**config.mk**
```make
export PLATFORM = sky130hd
export DESIGN_NAME = i2c_cmd_slave
export DESIGN_NICKNAME = d
export VERILOG_FILES = /design/src/rtl/i2c_cmd_slave.sv
export SDC_FILE = /design/constraint.sdc
export NUM_CORES = 1
export LEC_CHECK = 0
export BUFFER_PORTS_ARGS = -buffer_cell sky130_fd_sc_hd__clkbuf_2
export CAP_MARGIN = 20
export CORE_UTILIZATION = 50
export DETAILED_ROUTE_END_ITERATION = 7
export GPL_ROUTABILITY_DRIVEN = 0
export PLACE_DENSITY = 0.67
export SLEW_MARGIN = 15
export SYNTH_ARGS = -nofsm -noshare
export SYNTH_HDL_FRONTEND = slang
export SYNTH_SLANG_ARGS = --single-unit
```
**constraint.sdc**
```tcl
create_clock -name clk -period 2.1 [get_ports clk]
set_input_delay 0.105 -clock clk [delete_from_list [all_inputs] [get_ports clk]]
set_output_delay 0.105 -clock clk [all_outputs]
set_load 0.05 [all_outputs]
```
**src/rtl/i2c_cmd_slave.sv**
```systemverilog
module i2c_cmd_slave #(
  parameter logic [4:0] DEV_ID   = 5'b10011,
  parameter int         WORD_BIT = 6,
  parameter int         SYNC     = 2
) (
  input  logic        clk,
  input  logic        rst_n,
  input  logic        scl_in,
  input  logic        sda_in,
  input  logic [1:0]  strap,
  output logic        sda_pull,
  output logic [7:0]  cmd_out,
  output logic [15:0] data_out,
  output logic        commit
);
  typedef enum logic [2:0] {IDLE, RX, ACK_WAIT, ACK, HOLD} st_t;

  logic [SYNC:0] scl_p, sda_p;
  st_t           st;
  logic [2:0]    bit_cnt;
  logic [1:0]    phase;
  logic [7:0]    shreg, cmd_r, hi_r;

  always_ff @(posedge clk or negedge rst_n)
    if (!rst_n) begin
      scl_p <= '1;
      sda_p <= '1;
    end else begin
      scl_p <= {scl_p[SYNC-1:0], scl_in};
      sda_p <= {sda_p[SYNC-1:0], sda_in};
    end

  wire scl_s = scl_p[SYNC-1];
  wire scl_q = scl_p[SYNC];
  wire sda_s = sda_p[SYNC-1];
  wire sda_q = sda_p[SYNC];

  wire scl_rise = scl_s & ~scl_q;
  wire scl_fall = ~scl_s & scl_q;
  wire start_c  = scl_s & scl_q & sda_q & ~sda_s;
  wire stop_c   = scl_s & scl_q & ~sda_q & sda_s;

  wire [7:0] byte_now = {shreg[6:0], sda_s};
  wire addr_ok  = byte_now == {DEV_ID, strap, 1'b0};
  wire is_word  = cmd_r[WORD_BIT];
  wire last_byt = (phase == 2'd3) || (phase == 2'd2 && !is_word);

  always_ff @(posedge clk or negedge rst_n)
    if (!rst_n) begin
      st       <= IDLE;
      bit_cnt  <= '0;
      phase    <= '0;
      shreg    <= '0;
      cmd_r    <= '0;
      hi_r     <= '0;
      sda_pull <= 1'b0;
      commit   <= 1'b0;
      cmd_out  <= '0;
      data_out <= '0;
    end else begin
      commit <= 1'b0;
      if (start_c) begin
        st       <= RX;
        bit_cnt  <= '0;
        phase    <= '0;
        sda_pull <= 1'b0;
      end else if (stop_c) begin
        st       <= IDLE;
        sda_pull <= 1'b0;
      end else begin
        case (st)
          RX: if (scl_rise) begin
            shreg   <= byte_now;
            bit_cnt <= bit_cnt + 3'd1;
            if (bit_cnt == 3'd7) begin
              case (phase)
                2'd0:    st <= addr_ok ? ACK_WAIT : HOLD;
                2'd1:    begin cmd_r <= byte_now; st <= ACK_WAIT; end
                2'd2:    begin hi_r  <= byte_now; st <= ACK_WAIT; end
                default: st <= ACK_WAIT;
              endcase
            end
          end
          ACK_WAIT: if (scl_fall) begin
            sda_pull <= 1'b1;
            st       <= ACK;
          end
          ACK: if (scl_fall) begin
            sda_pull <= 1'b0;
            if (last_byt) begin
              commit   <= 1'b1;
              cmd_out  <= cmd_r;
              data_out <= is_word ? {hi_r, shreg} : {8'h00, shreg};
              st       <= HOLD;
            end else begin
              phase   <= phase + 2'd1;
              bit_cnt <= '0;
              st      <= RX;
            end
          end
          default: ;
        endcase
      end
    end
endmodule

```
==> impl_metrics.ini, run 1 <==
[layout]
layout.nets = 292
syn2layout_area_growth_pct = 18.0
antenna_cells = 0
final_util_pct = 61.3
final_area_um2 = 3400
fill_cells = 468
stdcell_count = 357
drive_gt1_share_pct = 34.4

[routing]
avgRoutedWirePerCell_um = 14.2
ant_nets = 0
vias = 1850
initialDrtViolationCount = 66
drc = 0
wirelength_mm = 5.08
viasPerCell = 5.18
first_pass_iters = 6

[critical_path]
startpoint_type = flip-flop
worstPathMaxFanout = 9
crit_path_top_delay_cell = dfstp_2
worstPathArrival_ps = 2120
endpoint_kind = flip-flop
crit_type = flip-flop to flip-flop
slowest_delay_ps = 610
path_cells = or3b_4 -> nor2_8 -> nand3_4 -> mux2_4
cp.required_ps = 2320

[timing]
skew_ps = 6.08
worst_slack_ps = 191
grt_setup_unrepaired = no
drv_slew = 0
hold_viol = 0
max_freq_mhz = 524
max_slew.worst_pin.slew_ps = 671
fin_setup_tns_ps = 0
period_minus_slack_ps = 1910
whs_ps = 333
finalSetupViolCount = 0
finalCritPeriodShare_pct = 90.9
slew_headroom_pct = 55.3

[global_route]
grt_first_pass_wirelength_mm = 8.88
track_usage_pct = 19.5
antenna_found_initial = 0
overflow = 0
grt_pass1_vias = 1749
grt_max_degree = 40

[pwr]
power.density_nw_per_um2 = 861
p_total_mw = 2.93
cellLeakagePower_nw = 1.73
peakVddDrop_uv = 499

[logic_synthesis]
synth-edff-count = 0
ys_warn_count = 0
yosysTopAreaCell = dfrtp_1
synthTopCellsByCount = 58 x dfrtp_1, 53 x nand2_1, 16 x mux2_2, 16 x mux2_4, 13 x o21ai_0
synthFlopType = dfrtp_1
synth_area_leaders = dfrtp_1 50%, mux2_4 8.3%, nand2_1 6.9%
async_flop_share_pct = 100
syn_area_um2 = 2880
synth_top_area_share_pct = 50.4
yosysMostFrequentCell = dfrtp_1
synth_cells = 239
seq_area_frac_synth_pct = 55.9
syn-num-nets = 251
ys_ff_latch = 64
synth_cell_types = 46
avgSynthCellArea_um2 = 12.1

[clock_network]
clkSlewWorstSetupHoldPaths_ps = 70
cts_made_buffers = 9
cts.sinks = 64
cts_resized = 0
root_buffer = clkbuf_8
cts_max_path_buffers = 2
cts-htree-levels = 3
cts_tree = done
clock_latency_ps = 330

[floorplan]
rows = 27
core_area_um2 = 5540
fp.dieW_um = 77.9
die_h_um = 77.9
io_pins = 32
fp.dieArea_um2 = 6070
start_util_pct = 52.0

[placed_design]
dp_cells = 338
pre_cts_ws_ps = 191
place_area_um2 = 3140
dp_hpwl_mm = 3.46
io_buffers = 31

[status]
outcome = completed

[hold_path]
hold_path_class = input pin to flip-flop

[run]
max-cap-violations = 0
layout make-up:
cell class,count,area [µm²],area share [%]
clock buffer,9,124,3.65
clock inverter,7,103,3.02
inverter,7,26.3,0.773
multi-input combinational,158,1190,35.1
sequential,64,1610,47.3
tap,72,90.1,2.65
timing repair buffer,40,255,7.51
sequential cells by signal (all words and copies together), names as in the netlist, 2 cells and up:
register	count
st	3
shreg	8
bit_cnt	3
hi_r	8
data_out	16
sda_p	3
phase	2
scl_p	3
cmd_out	8
cmd_r	8
cells by family after synthesis:
group                      share of synthesized area, %
adders and majority gates                          2.61
xor gates and xnor gates                          0.912
DFF                                                55.9
buffers and inverters                              2.78
muxes                                              15.3
and+or+nand+nor                                    15.0
AOI/OAI and AO/OA                                  7.52
metal layers:
| layer | GRT usage (%) | up-vias | share of wire, % |
|---|---|---|---|
| li1 | - | 904 | - |
| met1 | 28.4 | 890 | 50 |
| met3 | 6.82 | 4 | 5.0 |
| met4 | 7.78 | 0 | 0.83 |
| met5 | 0 | - | 0 |
| met2 | 26.5 | 52 | 44 |
cell usage in the layout, fill, tap and decap left out, types with 3 or more instances in the layout:
| master | n |
|---|---|
| nand2_1 | 53 |
| nand3b_1 | 3 |
| dfrtp_1 | 58 |
| clkbuf_2 | 31 |
| buf_4 | 4 |
| inv_1 | 7 |
| nand2b_1 | 3 |
| a2bb2oi_1 | 3 |
| nor2b_1 | 6 |
| mux2_4 | 16 |
| ha_1 | 6 |
| o21ai_0 | 13 |
| mux2_2 | 16 |
| dlygate4sd3_1 | 3 |
| o211ai_1 | 3 |
| clkbuf_8 | 9 |
| dfstp_2 | 6 |
power breakdown:
group | total, mW | leakage, nW | switching (mW) | internal (mW)
Sequential | 1.48 | 0.862 | 0.147 | 1.33
Combinational | 0.271 | 0.756 | 0.148 | 0.124
Clock | 1.18 | 0.110 | 0.497 | 0.680
worst paths after layout:
path / to / cells past startpoint / slack (ps) / startpoint
min in group asynchronous: bit_cnt[2] / 2 / 340 / rst_n
hold reg to reg: sda_p[1] / 0 / 360 / sda_p[0]
setup reg to reg: cmd_r[2] / 4 / 190 / scl_p[1]
setup / recovery: cmd_r[2] / 4 / 190 / scl_p[1]
hold / removal: st[2] / 5 / 330 / strap[0]
max in group asynchronous: cmd_r[1] / 3 / 1130 / rst_n
critical path: cells and delay by family, from the launching register on:
family | cells | cell delay (ps)
muxes | 1 | 350
and+or+nand+nor | 3 | 820
DFF | 1 | 610
what timing repair did:
item / CTS / global route
endpoints found under the hold margin: 21 / 0
hold buffers: 3 / 0
setup buffers: 0 / 0
(Power assumes the default switching activity.)
==> run 2: changes to the inputs <==
- CTS_BUF_LIST: default -> sky130_fd_sc_hd__clkbuf_8
- SETUP_SLACK_MARGIN: default -> 0.3
- SKIP_LAST_GASP: default -> 1
==> run 2 against run 1 <==
Sequential cell count stayed put. Die area is the same. Global-route usage grew 2.2 points. Clock-buffer cell count up 1. Routed wire length is 18% higher. Register-to-register slack improved by 120 ps. Final cell count grew 2.5%. Critical endpoint is now cmd_out[4]. Highest routed layer unchanged.
==> impl_metrics.ini, run 2 (synthesis gave the netlist of run 1 again) <==
[timing]
drv_slew = 0
slew_headroom_pct = 69.3
fin_setup_tns_ps = 0
hold_viol = 0
grt_setup_unrepaired = yes
skew_ps = 11.4
period_minus_slack_ps = 1790
max_freq_mhz = 558
finalSetupViolCount = 0
finalCritPeriodShare_pct = 85.3
max_slew.worst_pin.slew_ps = 460

[clock_network]
cts_tree = done
root_buffer = clkbuf_8
cts_max_path_buffers = 2
cts.sinks = 64
clkSlewWorstSetupHoldPaths_ps = 70
cts-htree-levels = 3
clock_latency_ps = 340
cts_made_buffers = 9

[hold_path]
hold_path_class = input pin to async pin

[routing]
first_pass_iters = 4
avgRoutedWirePerCell_um = 16.4
vias = 1930
viasPerCell = 5.27
ant_nets = 0
drc = 0
wirelength_mm = 5.99
initialDrtViolationCount = 179

[placed_design]
io_buffers = 31
dp_hpwl_mm = 3.63
place_area_um2 = 3160
dp_cells = 339

[floorplan]
io_pins = 32
die_h_um = 77.9
core_area_um2 = 5540
fp.dieW_um = 77.9
fp.dieArea_um2 = 6070
start_util_pct = 52.0
rows = 27

[critical_path]
startpoint_type = flip-flop
crit_type = flip-flop to flip-flop
r2r-start = phase[1]
cp.required_ps = 2320
timing.rr.end = cmd_out[4]
endpoint_kind = flip-flop
worstPathArrival_ps = 2010
rrSetupSlack_ps = 310
worstPathMaxFanout = 5
startpoint = phase[1]
r2r_cells = 6

[run]
max-cap-violations = 0

[layout]
final_util_pct = 65.0
regMostFlops = data_out
drive_gt1_share_pct = 38.4
final_area_um2 = 3600
layout_common_cells = 57 x dfrtp_1, 53 x nand2_1, 31 x clkbuf_2
layout_commonest_cell = dfrtp_1
antenna_cells = 0
syn2layout_area_growth_pct = 25.0
largest_reg_flops = 16
stdcell_count = 366
layout.nets = 301

[global_route]
grt_max_degree = 65
track_usage_pct = 21.8
grt_pass1_vias = 1977
grt_first_pass_wirelength_mm = 9.82
overflow = 0
antenna_found_initial = 0

[pwr]
cellLeakagePower_nw = 1.83
peakVddDrop_uv = 549
p_total_mw = 2.84
power.density_nw_per_um2 = 788

[status]
outcome = completed
-- run 2: changes by cell type in the layout (fill, tap and decap cells not counted), sizes merged --
cell	change
buf	+7
bufbuf	+1
bufinv	-1
clkbuf	+2
clkinv	+1
inv	-1
-- run 2: how the worst max path moves through the flow --
stage / to / slack, ps
2_1_floorplan: cmd_out[0] / 310
3_3_place_gp: cmd_r[2] / 310
3_5_place_dp: data_out[6] / 280
4_1_cts: data_out[11] / 310
5_1_grt: data_out[0] / 280
6_report: cmd_out[4] / 310
-- run 2: timing repair --
item,in CTS,in global routing
cloned,2,1
hold buffers,3,0
buffers inserted,4,1
endpoints found under the setup margin,30,40
pin swaps,3,2
endpoints found under the hold margin,60,0
resized for setup,4,13
-- run 2: critical path, cell delays in order (launching register included) --
cell       delay (ps)
dfrtp_2           460
ha_4              180
nor2b_4           150
o2111ai_4         270
buf_12            160
buf_12            120
mux2_2            330
-- run 2: report_power, final --
part	total, mW	switching (mW)	leakage, nW	internal (mW)
logic	0.285	0.156	0.870	0.129
clock network	1.06	0.486	0.103	0.574
registers	1.49	0.159	0.861	1.33
-- run 2: routing by layer --
layer	part of all wire, %	wire length (µm)	global-route usage [%]
met5	0	0	0
met4	2.3	138	11.3
met3	3.6	218	3.88
met2	47	2800	32.8
met1	47	2830	30.1
-- run 2: cell type report --
| class | instances | area, µm² |
|---|---|---|
| sequential | 64 | 1610 |
| inverter | 7 | 26.3 |
| fill | 443 | 1940 |
| timing repair buffer | 49 | 410 |
| multi-input combinational | 158 | 1260 |
| clock buffer | 10 | 138 |
| clock inverter | 6 | 60.1 |
| tap | 72 | 90.1 |
-- run 2: stage by stage --
step	hold WS, ps	worst slack, ps
floorplan	-191	310
global placement	145	308
detailed placement	146	279
CTS	320	305
global route	346	281
finish	295	309
==> run 3: changes to the inputs <==
- CORE_MARGIN: default -> 2
- CTS_CLUSTER_DIAMETER: default -> 100
- PLACE_DENSITY: 0.67 -> default
- PLACE_DENSITY_LB_ADDON: default -> 0.25
==> run 3 against run 2 <==
Sequential cell count unchanged. Via count fell by 2.1%. Clock-buffer cell count shrank 1. Critical path type unchanged. Critical endpoint is now cmd_r[4].
==> impl_metrics.ini, run 3 (synthesis gave the netlist of run 1 again) <==
[floorplan]
fp.dieArea_um2 = 6380
fp.dieW_um = 79.9
start_util_pct = 52.0
rows = 27
die_h_um = 79.9
io_pins = 32
core_area_um2 = 5540

[pwr]
power.share.switching_pct = 27.9
peakVddDrop_uv = 523
p_total_mw = 2.77
power.density_nw_per_um2 = 807
power.switching_mw = 0.774
seqPwrFrac_pct = 53.3
clkPwrFrac_pct = 36.6
internal_power_mw = 2.00
cellLeakagePower_nw = 1.75
pwr-share-comb_pct = 10.1

[placed_design]
place_area_um2 = 3150
dp_cells = 339
dp_hpwl_mm = 3.49
pre_cts_ws_ps = 295
io_buffers = 31

[routing]
drc = 0
wirelength_mm = 5.44
viasPerCell = 5.20
avgRoutedWirePerCell_um = 15.0
first_pass_iters = 4
ant_nets = 0
initialDrtViolationCount = 145
vias = 1889

[critical_path]
worstPathArrival_ps = 1990
path_cells = or3b_4 -> nor2_8 -> nand3_4 -> mux2_4
crit_path_top_delay_cell = dfstp_2
startpoint_type = flip-flop
endpoint_kind = flip-flop
cp.required_ps = 2310
crit_type = flip-flop to flip-flop
r2r_cells = 4
slowest_delay_ps = 530
r2r-start = scl_p[1]
timing.rr.end = cmd_r[4]
rrSetupSlack_ps = 330
worstPathMaxFanout = 8

[layout]
fill_cells = 448
largest_reg_flops = 16
layout.nets = 298
layout_commonest_cell = dfrtp_1
stdcell_count = 363
regMostFlops = data_out
final_area_um2 = 3440
drive_gt1_share_pct = 35.7
seq_area_um2 = 1610
layout_common_cells = 58 x dfrtp_1, 53 x nand2_1, 31 x clkbuf_2
antenna_cells = 0
final_util_pct = 62.0
syn2layout_area_growth_pct = 19.3
multi_input_area_um2 = 1210

[clock_network]
cts_made_buffers = 9
cts_tree = done
cts_max_path_buffers = 2
cts-htree-levels = 3
root_buffer = clkbuf_8
clock_latency_ps = 340
cts.sinks = 64
clkSlewWorstSetupHoldPaths_ps = 70

[hold_path]
hold_path_class = input pin to flip-flop
whs_path_depth = 5
holdPathEnd = st[2]
hold_start = strap[1]

[timing]
skew_ps = 11.0
max_freq_mhz = 564
whs_ps = 334
max_slew.worst_pin.slew_ps = 774
drv_slew = 0
finalCritPeriodShare_pct = 84.5
worst_slack_ps = 326
fin_setup_tns_ps = 0
slew_headroom_pct = 48.4
hold_viol = 0
grt_setup_unrepaired = yes
period_minus_slack_ps = 1770
finalSetupViolCount = 0

[run]
max-cap-violations = 0

[global_route]
grt_pass1_vias = 1816
grt_first_pass_wirelength_mm = 9.08
overflow = 0
antenna_found_initial = 0
grt_max_degree = 65
track_usage_pct = 18.9

[status]
outcome = completed
run 3: cell types whose count changed in the layout (fill, tap and decap cells not counted), sizes merged:
cell / change
clkbuf: -1
inv: +2
buf: -2
clkinv: -1
bufbuf: -1
run 3: area by class of cell:
class	count	share of cell area, %
clock buffers	9	3.61
clock inverters	7	1.93
inverters	7	0.765
multi-input cells	158	35.4
flip-flops and latches	64	46.8
well taps	72	2.62
repair buffers	46	8.89
run 3: repair_timing:
action                                 CTS  global route
setup endpoints to repair               12            38
endpoints found under the hold margin   60             0
gates resized for setup                  0             3
buffers inserted                         2             2
gates cloned                             0             1
hold buffers                             3             0
pin swaps                                2             3
run 3: worst max-delay path by stage:
stage	from	to	slack [ps]
floorplan	phase[0]	cmd_out[0]	310
global placement	scl_p[1]	cmd_r[2]	300
detailed placement	scl_p[1]	cmd_r[4]	300
CTS	phase[0]	cmd_out[4]	290
global route	scl_p[1]	cmd_r[4]	260
finish	scl_p[1]	cmd_r[4]	330
run 3: power by group through the flow:
stage          combinational [mW]  sequential, mW  clock, mW
3_3_place_gp                0.262            1.50          0
4_1_cts                     0.280            1.48       1.04
2_1_floorplan               0.212            1.44          0
5_1_grt                     0.319            1.50       1.10
6_report                    0.280            1.48       1.02
3_5_place_dp                0.271            1.50          0
run 3: metal layers:
layer	global-route usage (%)	up-vias	share of wire [%]
li1	-	908	-
met1	28.3	915	48
met2	25.3	52	44
met3	4.52	14	4.8
met4	9.83	0	2.5
met5	0	-	0
run 3: worst max-delay path: cells and delay by family (launching register included):
| family | cells | cell delay, ps |
|---|---|---|
| AND/OR/NAND/NOR | 3 | 760 |
| multiplexers | 1 | 360 |
| flip-flops | 1 | 530 |
